<file path="config.mk">
export PLATFORM = sky130hd
export DESIGN_NAME = adc_cs_read_ctrl
export DESIGN_NICKNAME = d
export VERILOG_FILES = /design/src/rtl/acr_pkg.sv /design/src/rtl/acr_timer.sv /design/src/rtl/acr_shreg.sv /design/src/rtl/adc_cs_read_ctrl.sv
export SDC_FILE = /design/constraint.sdc
export NUM_CORES = 1
export LEC_CHECK = 0
export BUFFER_PORTS_ARGS = -buffer_cell sky130_fd_sc_hd__buf_2
export CAP_MARGIN = 10
export CORE_MARGIN = 2
export CORE_UTILIZATION = 53
export DETAILED_ROUTE_END_ITERATION = 12
export GPL_TIMING_DRIVEN = 0
export PLACE_DENSITY = 0.84
export SYNTH_ARGS = -nofsm -noshare
export SYNTH_HDL_FRONTEND = slang
export SYNTH_SLANG_ARGS = --single-unit
export TNS_END_PERCENT = 50
</file>
<file path="constraint.sdc">
create_clock -name clk_i -period 3.1 [get_ports clk_i]
set_clock_uncertainty 0.15 [all_clocks]
set_input_delay 0 -clock clk_i [delete_from_list [all_inputs] [get_ports clk_i]]
set_output_delay 0 -clock clk_i [all_outputs]
set_load 0.1 [all_outputs]
</file>
<file path="src/rtl/acr_pkg.sv">
package acr_pkg;
  typedef enum logic [1:0] {
    ST_IDLE  = 2'd0,
    ST_CONV  = 2'd1,
    ST_SHIFT = 2'd2,
    ST_GAP   = 2'd3
  } acr_state_e;
endpackage

</file>
<file path="src/rtl/acr_timer.sv">
module acr_timer #(
  parameter int W = 8
) (
  input  logic         clk_i,
  input  logic         rst_ni,
  input  logic         load_i,
  input  logic [W-1:0] val_i,
  output logic         zero_o
);
  logic [W-1:0] cnt_q;

  always_ff @(posedge clk_i or negedge rst_ni) begin
    if (!rst_ni)            cnt_q <= '0;
    else if (load_i)        cnt_q <= val_i;
    else if (cnt_q != '0)   cnt_q <= cnt_q - W'(1);
  end

  assign zero_o = (cnt_q == '0);
endmodule

</file>
<file path="src/rtl/acr_shreg.sv">
module acr_shreg #(
  parameter int W = 16
) (
  input  logic         clk_i,
  input  logic         rst_ni,
  input  logic         en_i,
  input  logic         bit_i,
  output logic [W-1:0] q_o
);
  always_ff @(posedge clk_i or negedge rst_ni) begin
    if (!rst_ni)   q_o <= '0;
    else if (en_i) q_o <= {q_o[W-2:0], bit_i};
  end
endmodule

</file>
<file path="src/rtl/adc_cs_read_ctrl.sv">
module adc_cs_read_ctrl #(
  parameter int N_DEV      = 4,
  parameter int DATA_W     = 16,
  parameter int SCLK_DIV   = 2,
  parameter int T_CONV_MIN = 50,
  parameter int T_CONV_MAX = 900,
  parameter int IDX_W      = (N_DEV > 1) ? $clog2(N_DEV) : 1
) (
  input  logic              clk_i,
  input  logic              rst_ni,
  input  logic              start_i,
  input  logic              sdo_i,
  output logic              convst_o,
  output logic [N_DEV-1:0]  cs_n_o,
  output logic              sclk_o,
  output logic [DATA_W-1:0] data_o,
  output logic [IDX_W-1:0]  dev_idx_o,
  output logic              valid_o,
  output logic              done_o
);
  import acr_pkg::*;

  localparam int CONV_WAIT = (T_CONV_MAX > T_CONV_MIN) ? T_CONV_MAX : T_CONV_MIN;
  localparam int CW        = $clog2(CONV_WAIT) + 1;
  localparam int HW        = $clog2(SCLK_DIV) + 1;
  localparam int PH_W      = $clog2(2 * DATA_W);
  localparam logic [PH_W-1:0]  PH_LAST = PH_W'(2 * DATA_W - 1);
  localparam logic [N_DEV-1:0] ONE     = N_DEV'(1);

  acr_state_e       state_q;
  logic [IDX_W-1:0] dev_q, dev_nx;
  logic [PH_W-1:0]  ph_q;
  logic             conv_ld, conv_zero, half_ld, half_zero;
  logic             tick, shift_en, last_ph, last_dev;

  always_comb begin
    dev_nx   = dev_q + IDX_W'(1);
    last_dev = (dev_q == IDX_W'(N_DEV - 1));
    last_ph  = (ph_q == PH_LAST);
    conv_ld  = (state_q == ST_IDLE) && start_i;
    tick     = (state_q == ST_SHIFT) && half_zero;
    shift_en = tick && !ph_q[0];  // sclk rising edge
    half_ld  = ((state_q == ST_CONV) && conv_zero) ||
               (tick && !last_ph) ||
               ((state_q == ST_GAP) && !last_dev);
  end

  acr_timer #(.W(CW)) u_conv_tmr (
    .clk_i  (clk_i),
    .rst_ni (rst_ni),
    .load_i (conv_ld),
    .val_i  (CW'(CONV_WAIT - 1)),
    .zero_o (conv_zero)
  );

  acr_timer #(.W(HW)) u_half_tmr (
    .clk_i  (clk_i),
    .rst_ni (rst_ni),
    .load_i (half_ld),
    .val_i  (HW'(SCLK_DIV - 1)),
    .zero_o (half_zero)
  );

  acr_shreg #(.W(DATA_W)) u_shreg (
    .clk_i  (clk_i),
    .rst_ni (rst_ni),
    .en_i   (shift_en),
    .bit_i  (sdo_i),
    .q_o    (data_o)
  );

  always_ff @(posedge clk_i or negedge rst_ni) begin
    if (!rst_ni) begin
      state_q  <= ST_IDLE;
      convst_o <= 1'b0;
      cs_n_o   <= '1;
      sclk_o   <= 1'b0;
      dev_q    <= '0;
      ph_q     <= '0;
      valid_o  <= 1'b0;
      done_o   <= 1'b0;
    end else begin
      valid_o <= 1'b0;
      done_o  <= 1'b0;
      unique case (state_q)
        ST_IDLE: if (start_i) begin
          convst_o <= 1'b1;
          dev_q    <= '0;
          state_q  <= ST_CONV;
        end
        ST_CONV: if (conv_zero) begin
          cs_n_o  <= ~ONE;
          ph_q    <= '0;
          state_q <= ST_SHIFT;
        end
        ST_SHIFT: if (half_zero) begin
          sclk_o <= ~ph_q[0];
          if (shift_en && ph_q == PH_LAST - PH_W'(1)) valid_o <= 1'b1;
          if (last_ph) begin
            cs_n_o  <= '1;  // release with the final falling edge
            state_q <= ST_GAP;
          end else begin
            ph_q <= ph_q + PH_W'(1);
          end
        end
        ST_GAP: if (last_dev) begin
          convst_o <= 1'b0;  // all selects already high
          done_o   <= 1'b1;
          state_q  <= ST_IDLE;
        end else begin
          dev_q   <= dev_nx;
          cs_n_o  <= ~(ONE << dev_nx);
          ph_q    <= '0;
          state_q <= ST_SHIFT;
        end
        default: state_q <= ST_IDLE;
      endcase
    end
  end

  assign dev_idx_o = dev_q;
endmodule

</file>
-- After elaboration in Yosys (flattened, before gate mapping)
Index checks and enable logic that the tools add are counted.
W data, S select, Z words.
- register bits: 46
- word-level logic and storage cells: 89
- add/subtract/negate cells: 4
- eq/ne operators: 13
- shift operators: 1
- multiplexer cells: 31
- bitwise gates (word level): 2
- reduce and logical (&&, ||, !) cells: 27
- operator list (operator ; count):
    $mux W11 ; 2
    $mux W5 ; 4
    $mux W2 ; 9
    $mux W4 ; 4
    $pmux W5 S3 ; 1
    $ne A2 B2 Y1 const B ; 7
    $pmux W4 S3 ; 1
    $logic_not A11 Y1 ; 1
    $reduce_bool A11 Y1 ; 1
    $sub A11 B1 Y11 const B ; 1
    $eq A5 B5 Y1 const B ; 2
    $reduce_and A5 Y1 ; 2
    $pmux W2 S4 ; 1
    $reduce_bool A2 Y1 ; 4
    $logic_and A1 B1 Y1 ; 7
    $mux W1 ; 7
    $eq A2 B2 Y1 const B ; 3
    $reduce_and A3 Y1 ; 2
    $add A5 B1 Y5 const B ; 1
    $logic_not A2 Y1 ; 2
    $not A4 Y4 ; 1
    $pmux W2 S2 ; 1
    $reduce_and A4 Y1 ; 1
    $shl A1 B2 Y4 const A ; 1
    9 further kinds ; 12

-- Depth between registers and ports, before layout
Gate-level depths: netlist of run 1.
- word-level depth: 7
- depth in mapped cells: 7

-- By module
Synthesis of run 1 repeated with hierarchy kept, for this count alone.
- cells, all modules: 199
- area, all modules: 2302.2 µm²
- modules (own cells, without submodules) (module ; times used ; cells each ; area an instance (µm²)):
    adc_cs_read_ctrl ; 1 ; 90 ; 912.1
    acr_shreg ; 1 ; 34 ; 649.4
    acr_timer (u_conv_tmr) ; 1 ; 63 ; 626.9
    acr_timer (u_half_tmr) ; 1 ; 12 ; 113.9

-- Least setup slack after synthesis of run 1
OpenSTA, ideal clock, no wires.
- path kind: reg-to-reg
- start point: register dev_q[0] (netlist: dev_idx_o[0])
- end point: register cs_n_o[1]
- library setup time: 0.098 ns
- arrival time: 1.892 ns
- data required time: 2.852 ns
- setup slack: 0.960 ns
- cell stages (with the launch flop): 6
- path buffers: 0
- cells stage by stage: dfrtp_1 > ha_1 > nor2b_1 > a31o_2 > o21ai_0 > a22oi_1
- cells in the longest elaborated chain, start to end: 5
- elaborated cells between the ends (all ways): 8
- classes of those cells: 1 x add/sub; 2 x eq/ne; 1 x shift; 2 x mux; 1 x bitwise; 1 x reduce/logical
- ends and longest elaborated chain (element ; line ; text):
    start, declared ; adc_cs_read_ctrl.sv:31 ; logic [IDX_W-1:0] dev_q, dev_nx;
    start signal, assigned ; adc_cs_read_ctrl.sv:111 ; dev_q <= dev_nx;
    $add A2 B1 Y2 ; adc_cs_read_ctrl.sv:37 ; dev_nx = dev_q + IDX_W'(1);
    $shl A1 B2 Y4 ; adc_cs_read_ctrl.sv:112 ; cs_n_o <= ~(ONE << dev_nx);
    $not A4 Y4 ; adc_cs_read_ctrl.sv:112 ;
    $mux W4 ; adc_cs_read_ctrl.sv:106 ; ST_GAP: if (last_dev) begin
    $pmux W4 S3 ; adc_cs_read_ctrl.sv:85 ; unique case (state_q)
    end signal, assigned ; adc_cs_read_ctrl.sv:92 ; cs_n_o <= ~ONE;
    end signal, assigned ; adc_cs_read_ctrl.sv:112 ;
    end, declared ; adc_cs_read_ctrl.sv:14 ; output logic [N_DEV-1:0] cs_n_o,
Parallel ways exist; a longest one is shown, timed or not. The select of a mux whose other input is x is not followed.
A chain may end at the register's enable or synchronous reset.

-- Worst setup path after layout of run 1
- start point: register ph_q[1]
- end point: register ph_q[3]
- cells in the longest elaborated chain, start to end: 4
- elaborated cells between the ends (all ways): 7
- classes of those cells: 1 x add/sub; 2 x eq/ne; 3 x mux; 1 x reduce/logical
- ends and longest elaborated chain (element ; line ; text):
    start, declared ; adc_cs_read_ctrl.sv:32 ; logic [PH_W-1:0] ph_q;
    start signal, assigned ; adc_cs_read_ctrl.sv:103 ; ph_q <= ph_q + PH_W'(1);
    $add A5 B1 Y5 ; adc_cs_read_ctrl.sv:103 ;
    $mux W5 ; adc_cs_read_ctrl.sv:99 ; if (last_ph) begin
    $mux W5 ; adc_cs_read_ctrl.sv:96 ; ST_SHIFT: if (half_zero) begin
    $pmux W5 S3 ; adc_cs_read_ctrl.sv:85 ;
Parallel ways exist; a longest one is shown, timed or not. The select of a mux whose other input is x is not followed.

==> results of run 1 <==
==> repair_timing <==
action / in CTS / in global routing
endpoints found under the setup margin: 0 / 0
hold endpoints to repair: 45 / 0
hold buffers: 3 / 0
==> metal layers <==
layer | GRT usage | vias to the layer above
li1 | - | 783
met1 | 0.263 | 762
met2 | 0.302 | 33
met3 | 0.0552 | 7
met4 | 0.0735 | 0
met5 | 0 | -
==> final cells by class <==
class                      instances  area (um2)
fill                             333        1480
clock buffer                       5        68.8
tap                               50        62.6
inverter                          13        48.8
multi-input combinational        136         978
timing repair buffer              32         175
sequential                        46        1160
clock inverter                     3        23.8
buffer                             6        38.8
==> Yosys cell counts, types with 2 or more instances <==
cell and number:
dfrtp_1 42, xnor2_1 2, a22oi_1 3, nor2b_1 2, and3_1 3, o211ai_1 2, nand2_1 15, nor2_1 20
clkbuf_1 2, dfstp_2 4, or3b_1 2, buf_4 2, a21oi_1 10, inv_1 13, a31oi_1 4, o21ai_0 11
ha_1 10, mux2_2 16, nand4_1 4, mux2i_1 2, nand2b_1 3, nand3_1 4
==> worst paths after layout <==
check / start / end / slack [ns] / cells after the start
worst max-delay path: ph_q[1]$_DFFE_PN0P_ / ph_q[3]$_DFFE_PN0P_ / 0.93 / 7
worst min-delay path: rst_ni / done_o$_DFF_PN0_ / 0.23 / 2
worst max register to register: ph_q[1]$_DFFE_PN0P_ / ph_q[3]$_DFFE_PN0P_ / 0.93 / 7
worst min register to register: cs_n_o[0]$_DFFE_PN1P_ / cs_n_o[0]$_DFFE_PN1P_ / 0.32 / 2
max in group asynchronous: rst_ni / u_conv_tmr.cnt_q[10]$_DFFE_PN0P_ / 1.96 / 2
min in group clk_i: sdo_i / u_shreg.q_o[0]$_DFFE_PN0N_ / 0.30 / 3
==> flip-flops by register name (all words and copies together) (netlist names) <==
signal,cells
sclk_o,1
valid_o,1
convst_o,1
state_q,2
dev_idx_o,2
u_shreg.q_o,16
u_conv_tmr.cnt_q,11
u_half_tmr.cnt_q,2
ph_q,5
cs_n_o,4
done_o,1
==> cell usage in the layout, fill, tap and decap left out, drive strengths merged, types with 4 or more instances in the layout <==
cell type | netlist | routed
ha | 10 | 10
a31oi | 4 | 4
mux2 | 16 | 16
nand2 | 15 | 15
nand3 | 4 | 4
o21ai | 11 | 11
dfstp | 4 | 4
inv | 13 | 14
nor2 | 21 | 21
dfrtp | 42 | 42
clkbuf | 2 | 7
nand4 | 4 | 4
buf | 4 | 33
a21oi | 10 | 10
==> kinds of logic after synthesis <==
kind of cell / Yosys count
simple gates: 66
flops: 46
compound gates: 39
buf+inv: 19
mux: 18
fa+ha+maj: 10
xor+xnor: 3
==> worst reg2reg max path, stage by stage, from the launching register on <==
cell and delay (ns):
dfrtp_1 0.43, ha_1 0.23, and3_1 0.19, ha_1 0.21, and4bb_2 0.39, a21oi_1 0.10, nor2_1 0.25, a31oi_1 0.12
==> power groups by stage <==
stage	logic (mW)	clock network, mW	registers, mW
floorplan	0.254	0	0.768
global placement	0.322	0	0.765
detailed placement	0.335	0	0.767
CTS	0.339	0.390	0.757
global route	0.397	0.409	0.773
finish	0.335	0.377	0.758
==> results.txt, run 1 <==
Post-CTS sizing = 0
Routed wl met3 = 205 um
Post-synthesis compound-gate area fraction = 0.110
Critical path cell sequence = ha_1 > and3_1 > ha_1 > and4bb_2 > a21oi_1 > nor2_1 > a31oi_1
Inst Count DP = 280
Final instance area = 2550 um2
Slowest stage cell, crit path = dfrtp_1
Critical setup path kind = reg2reg
Startpoint types = flop
Status = completed
Vias in the first global route = 1473
Area contributors post-synth = dfrtp_1 (47%), mux2_2 (8.1%), ha_1 (5.6%)
Layout cells sized above 1 = 0.290
Clock root buffer = clkbuf_8
DP Worst Slack = 0.940 ns
Internal = 0.982 mW
Unrepaired setup endpoints after global routing = no
First-pass GRT wire length = 6780 um
Core box area = 4030 um2
# clock sinks = 46
Maximum capacitance violations = 0
Placed inst area = 2430 um2
Routed wire length = 3900 um
H-tree lvl count = 2
Post-layout util = 0.634
Most frequent CP cell = ha_1
N_diodes = 0
Final setup viols = 0
Crit path buffers/inverters = 0
Crit-path leading delay family = simple AND/OR/NAND/NOR gates
Largest family of logic cells by synthesized area = simple AND/OR/NAND/NOR gates
Full die area = 4730 um2
Post-Syn Instances = 201
Async set or reset register ratio after synthesis = 1.00
EDFF count, synth = 0
Fin crit share = 0.701
Layout Cells excl Fill = 291
Number of I/O port buffers = 29
Top sig layer = met4
Number of vias per cell = 5.45
Crit path DAT = 2.21 ns
Mux contribution to synthesized area = 0.0901
Xor/xnor share of the synthesized area = 0.0118
Post-route ant nets = 0
Clock Latency Late Sink = 0.31 ns
Nets = 254
Synth Warn # = 0
CTS buffer count = 5
Clock Power Share = 0.256
Tmin final = 2.17 ns
Wire per inst = 13.4 um
Pwr dens = 576 nW/um2
Die height = 68.8 um
Post-synthesis area per instance = 11.1 um2
WL met1 = 1880 um
Vias = 1585
CTS max path bufs = 2
Leak pwr = 1.29 nW
Reg clk slew, reported paths = 0.09 ns
Worst EP required = 3.14 ns
DR pass1 iterations = 4
Simple-gate portion of the synthesized area = 0.172
Drc violations = 0
Syn Nets = 215
Row cnt = 23
Slew @ Worst Pin = 0.973 ns
Initial antenna violation count = 0
RD Place Congestion = 0.790
PnR worst setup slack = 0.928 ns
Register area share after synthesis = 0.520
GRT Util Overall = 0.196
Overflow after GRT = 0
Final hold vios = 0
Endpoint class of the critical path = flop
Setup TNS = 0 ns
Initial core utilization = 0.552
VDD IR-drop max = 0.000313 V
Met2 Wirelength = 1750 um
Yosys top cell area share = 0.473
Ys flop type = dfrtp_1
Pin count of the biggest net entering global routing = 47
Slew Viols, Final = 0
Die width = 68.8 um
Critical Path Fanout Max = 6
TritonCTS clock tree = done
Final Hold Slack = 0.233 ns
I/O pin count = 30
Final Total Pwr = 1.47 mW
Switching Share = 0.332
Max Freq = 460 MHz
Area growth, synth to finish = 14.9%
Slew margin rel. = 0.352
Cell area after synthesis = 2220 um2
Leading area contributor after synthesis = dfrtp_1
Sequential power share = 0.516
Synthesis-stage register bit count = 46
Net switching power = 0.489 mW
Drt first-iter violations = 103
Worst min path class = in2async
Unique cell type count in the Yosys netlist = 47
Post-Synth Adder-Cell Area = 0.0563
# Post-CTS Setup Buffers = 0
CP max stage delay = 0.43 ns
DPL Wire Length = 2710 um
Power share of the combinational group = 0.228
(Power assumes the default switching activity.)
==> run 2: changes to the inputs <==
--- a/config.mk
+++ b/config.mk
@@ -8,10 +8,10 @@
 export BUFFER_PORTS_ARGS = -buffer_cell sky130_fd_sc_hd__buf_2
 export CAP_MARGIN = 10
 export CORE_MARGIN = 2
-export CORE_UTILIZATION = 53
+export CORE_UTILIZATION = 51
 export DETAILED_ROUTE_END_ITERATION = 12
 export GPL_TIMING_DRIVEN = 0
-export PLACE_DENSITY = 0.84
+export PLACE_DENSITY = 0.85
 export SYNTH_ARGS = -nofsm -noshare
 export SYNTH_HDL_FRONTEND = slang
 export SYNTH_SLANG_ARGS = --single-unit
==> constraint.sdc (replaced) <==
create_clock -name clk_i -period 1.8 [get_ports clk_i]
set_clock_uncertainty 0.15 [all_clocks]
set_input_delay 0 -clock clk_i [delete_from_list [all_inputs] [get_ports clk_i]]
set_output_delay 0 -clock clk_i [all_outputs]
set_load 0.1 [all_outputs]
==> run 2 against run 1 <==
Compared with the run above: the flow now finishes with violations (negative setup slack); count of clock-buffer cells in the layout up 2; die area up 3.7%; worst setup slack worse by 0.98 ns; routed wire length up 18%; critical path depth unchanged; fmax up 17%; clock power up 72%.
==> results.txt, run 2 (synthesis results as in run 1) <==
Status = finished, violations left (was completed)
Failing checks = negative setup slack
RD Place Congestion = 0.820 (was 0.790)
Critical setup path kind = reg2reg (unchanged)
Wire per inst = 14.9 um (was 13.4 um)
Clock Latency Late Sink = 0.30 ns (was 0.31 ns)
Crit-path leading delay family = simple AND/OR/NAND/NOR gates (unchanged)
VDD IR-drop max = 0.000537 V (was 0.000313 V)
DPL Wire Length = 2800 um (was 2710 um)
Fin crit share = 1.03 (was 0.701)
CTS max path bufs = 2 (unchanged)
FILL cells = 332 (was 333)
Initial antenna violation count = 0 (unchanged)
Critical Path Fanout Max = 7 (was 6)
R2r startpoint = u_conv_tmr.cnt_q[1]$_DFFE_PN0P_ (was ph_q[1]$_DFFE_PN0P_)
Maximum capacitance violations = 0 (unchanged)
Leak pwr = 1.39 nW (was 1.29 nW)
CTS buffer count = 5 (unchanged)
Max Freq = 539 MHz (was 460 MHz)
Final hold vios = 0 (unchanged)
Nets = 271 (was 254)
TritonCTS clock tree = done (unchanged)
Slowest stage cell, crit path = dfrtp_1 (unchanged)
Pwr dens = 989 nW/um2 (was 576 nW/um2)
H-tree lvl count = 2 (unchanged)
Drc violations = 0 (unchanged)
Routed wire length = 4610 um (was 3900 um)
Clock root buffer = clkbuf_8 (unchanged)
Worst EP required = 1.84 ns (was 3.14 ns)
First-pass GRT wire length = 7700 um (was 6780 um)
CP max stage delay = 0.42 ns (was 0.43 ns)
Max reg flops = 16 (unchanged)
Tmin final = 1.85 ns (was 2.17 ns)
Critical path launch point = u_conv_tmr.cnt_q[1]$_DFFE_PN0P_ (was ph_q[1]$_DFFE_PN0P_)
Final setup viols = 7 (was 0)
Number of vias per cell = 5.51 (was 5.45)
Drt first-iter violations = 110 (was 103)
Most frequent cells in the layout = dfrtp_1 (40), buf_2 (29), nor2_1 (18) (was dfrtp_1 (42), buf_2 (30), nor2_1 (20))
Worst Reg2Reg Path Length in Cells = 7 (unchanged)
Largest reg by FF count = u_shreg.q_o (unchanged)
Full die area = 4900 um2 (was 4730 um2)
Die width = 70.0 um (was 68.8 um)
Worst min path class = in2async (unchanged)
Critical path cell sequence = inv_2 > ha_4 > nor4b_4 > and3_1 > buf_6 > nor3_2 > or3b_1 (was ha_1 > and3_1 > ha_1 > and4bb_2 > a21oi_1 > nor2_1 > a31oi_1)
GRT Util Overall = 0.197 (was 0.196)
Unrepaired setup endpoints after global routing = yes (was no)
Vias = 1707 (was 1585)
DR pass1 iterations = 4 (unchanged)
Reg clk slew, reported paths = 0.09 ns (about the same)
Worst path depth = 7 (unchanged)
Area growth, synth to finish = 27.3% (was 14.9%)
Pin count of the biggest net entering global routing = 47 (unchanged)
Setup TNS = -0.157 ns (was 0 ns)
Slew @ Worst Pin = 0.989 ns (was 0.973 ns)
Slew Viols, Final = 0 (unchanged)
Overflow after GRT = 0 (unchanged)
Layout cells sized above 1 = 0.407 (was 0.290)
Post-layout util = 0.663 (was 0.634)
Core box area = 4260 um2 (was 4030 um2)
N_diodes = 0 (unchanged)
Initial core utilization = 0.521 (was 0.552)
Endpoint class of the critical path = flop (unchanged)
Setup slack, reg-to-reg = -0.05 ns (was 0.93 ns)
End of the worst register-to-register path = u_conv_tmr.cnt_q[9]$_DFFE_PN0P_ (was ph_q[3]$_DFFE_PN0P_)
Final instance area = 2830 um2 (was 2550 um2)
Placed inst area = 2470 um2 (was 2430 um2)
DP Worst Slack = -0.236 ns (was 0.940 ns)
Biggest regs = u_shreg.q_o (16), u_conv_tmr.cnt_q (11), ph_q (5) (unchanged)
# clock sinks = 46 (unchanged)
I/O pin count = 30 (unchanged)
Startpoint types = flop (unchanged)
Crit path buffers/inverters = 2 (was 0)
Post-route ant nets = 0 (unchanged)
Crit path DAT = 1.89 ns (was 2.21 ns)
Final Total Pwr = 2.80 mW (was 1.47 mW)
PnR worst setup slack = -0.0549 ns (was 0.928 ns)
Row cnt = 24 (was 23)
Slew margin rel. = 0.341 (was 0.352)
Vias in the first global route = 1701 (was 1473)
Die height = 70.0 um (was 68.8 um)
Leading cell type in the layout, fill and taps excluded = dfrtp_1 (unchanged)
Number of I/O port buffers = 29 (unchanged)
[run 2: how the worst max path moves through the flow]
stage	to	slack [ns]
5_1_grt	u_conv_tmr.cnt_q[9]$_DFFE_PN0P_	-0.14
4_1_cts	u_conv_tmr.cnt_q[5]$_DFFE_PN0P_	-0.04
3_5_place_dp	u_shreg.q_o[12]$_DFFE_PN0N_	-0.24
6_report	u_conv_tmr.cnt_q[9]$_DFFE_PN0P_	-0.05
3_3_place_gp	u_shreg.q_o[2]$_DFFE_PN0N_	-0.19
2_1_floorplan	ph_q[2]$_DFFE_PN0P_	-0.04
[run 2: per-stage QoR]
stage,cells,hold WS [ns]
detailed placement,282,0.0689
global route,310,0.324
floorplan,201,-0.446
finish,310,0.245
CTS,308,0.282
global placement,282,0.0686
[run 2: cell type report]
cell class / count / area, um2 / share of cell area
sequential: 46 / 1160 / 0.411
clock buffer: 7 / 86.3 / 0.0305
clock inverter: 1 / 5.00 / 0.00177
multi-input combinational: 136 / 1100 / 0.391
timing repair buffer: 49 / 307 / 0.108
inverter: 13 / 48.8 / 0.0172
tap: 52 / 65.1 / 0.0230
buffer: 6 / 48.8 / 0.0172
[run 2: where the power goes]
| group | internal [mW] | leakage [nW] | switching (mW) |
|---|---|---|---|
| sequential | 1.16 | 0.585 | 0.148 |
| clock | 0.310 | 0.0482 | 0.340 |
| combinational | 0.407 | 0.756 | 0.431 |
| total | 1.88 | 1.39 | 0.919 |
[run 2: timing repair]
| action | CTS | global route |
|---|---|---|
| pin swaps | 11 | 8 |
| setup buffers | 15 | 1 |
| gates cloned | 0 | 1 |
| resized for setup | 15 | 14 |
| hold buffers | 3 | 0 |
| hold endpoints to repair | 45 | 0 |
| endpoints found under the setup margin | 30 | 37 |
[run 2: metal layers]
layer | vias up | global-route usage | wire [um]
met5 | - | 0 | 0
met3 | 5 | 0.0563 | 241
met4 | 0 | 0.0726 | 31
met2 | 46 | 0.324 | 2340
met1 | 834 | 0.247 | 2000
li1 | 822 | - | -
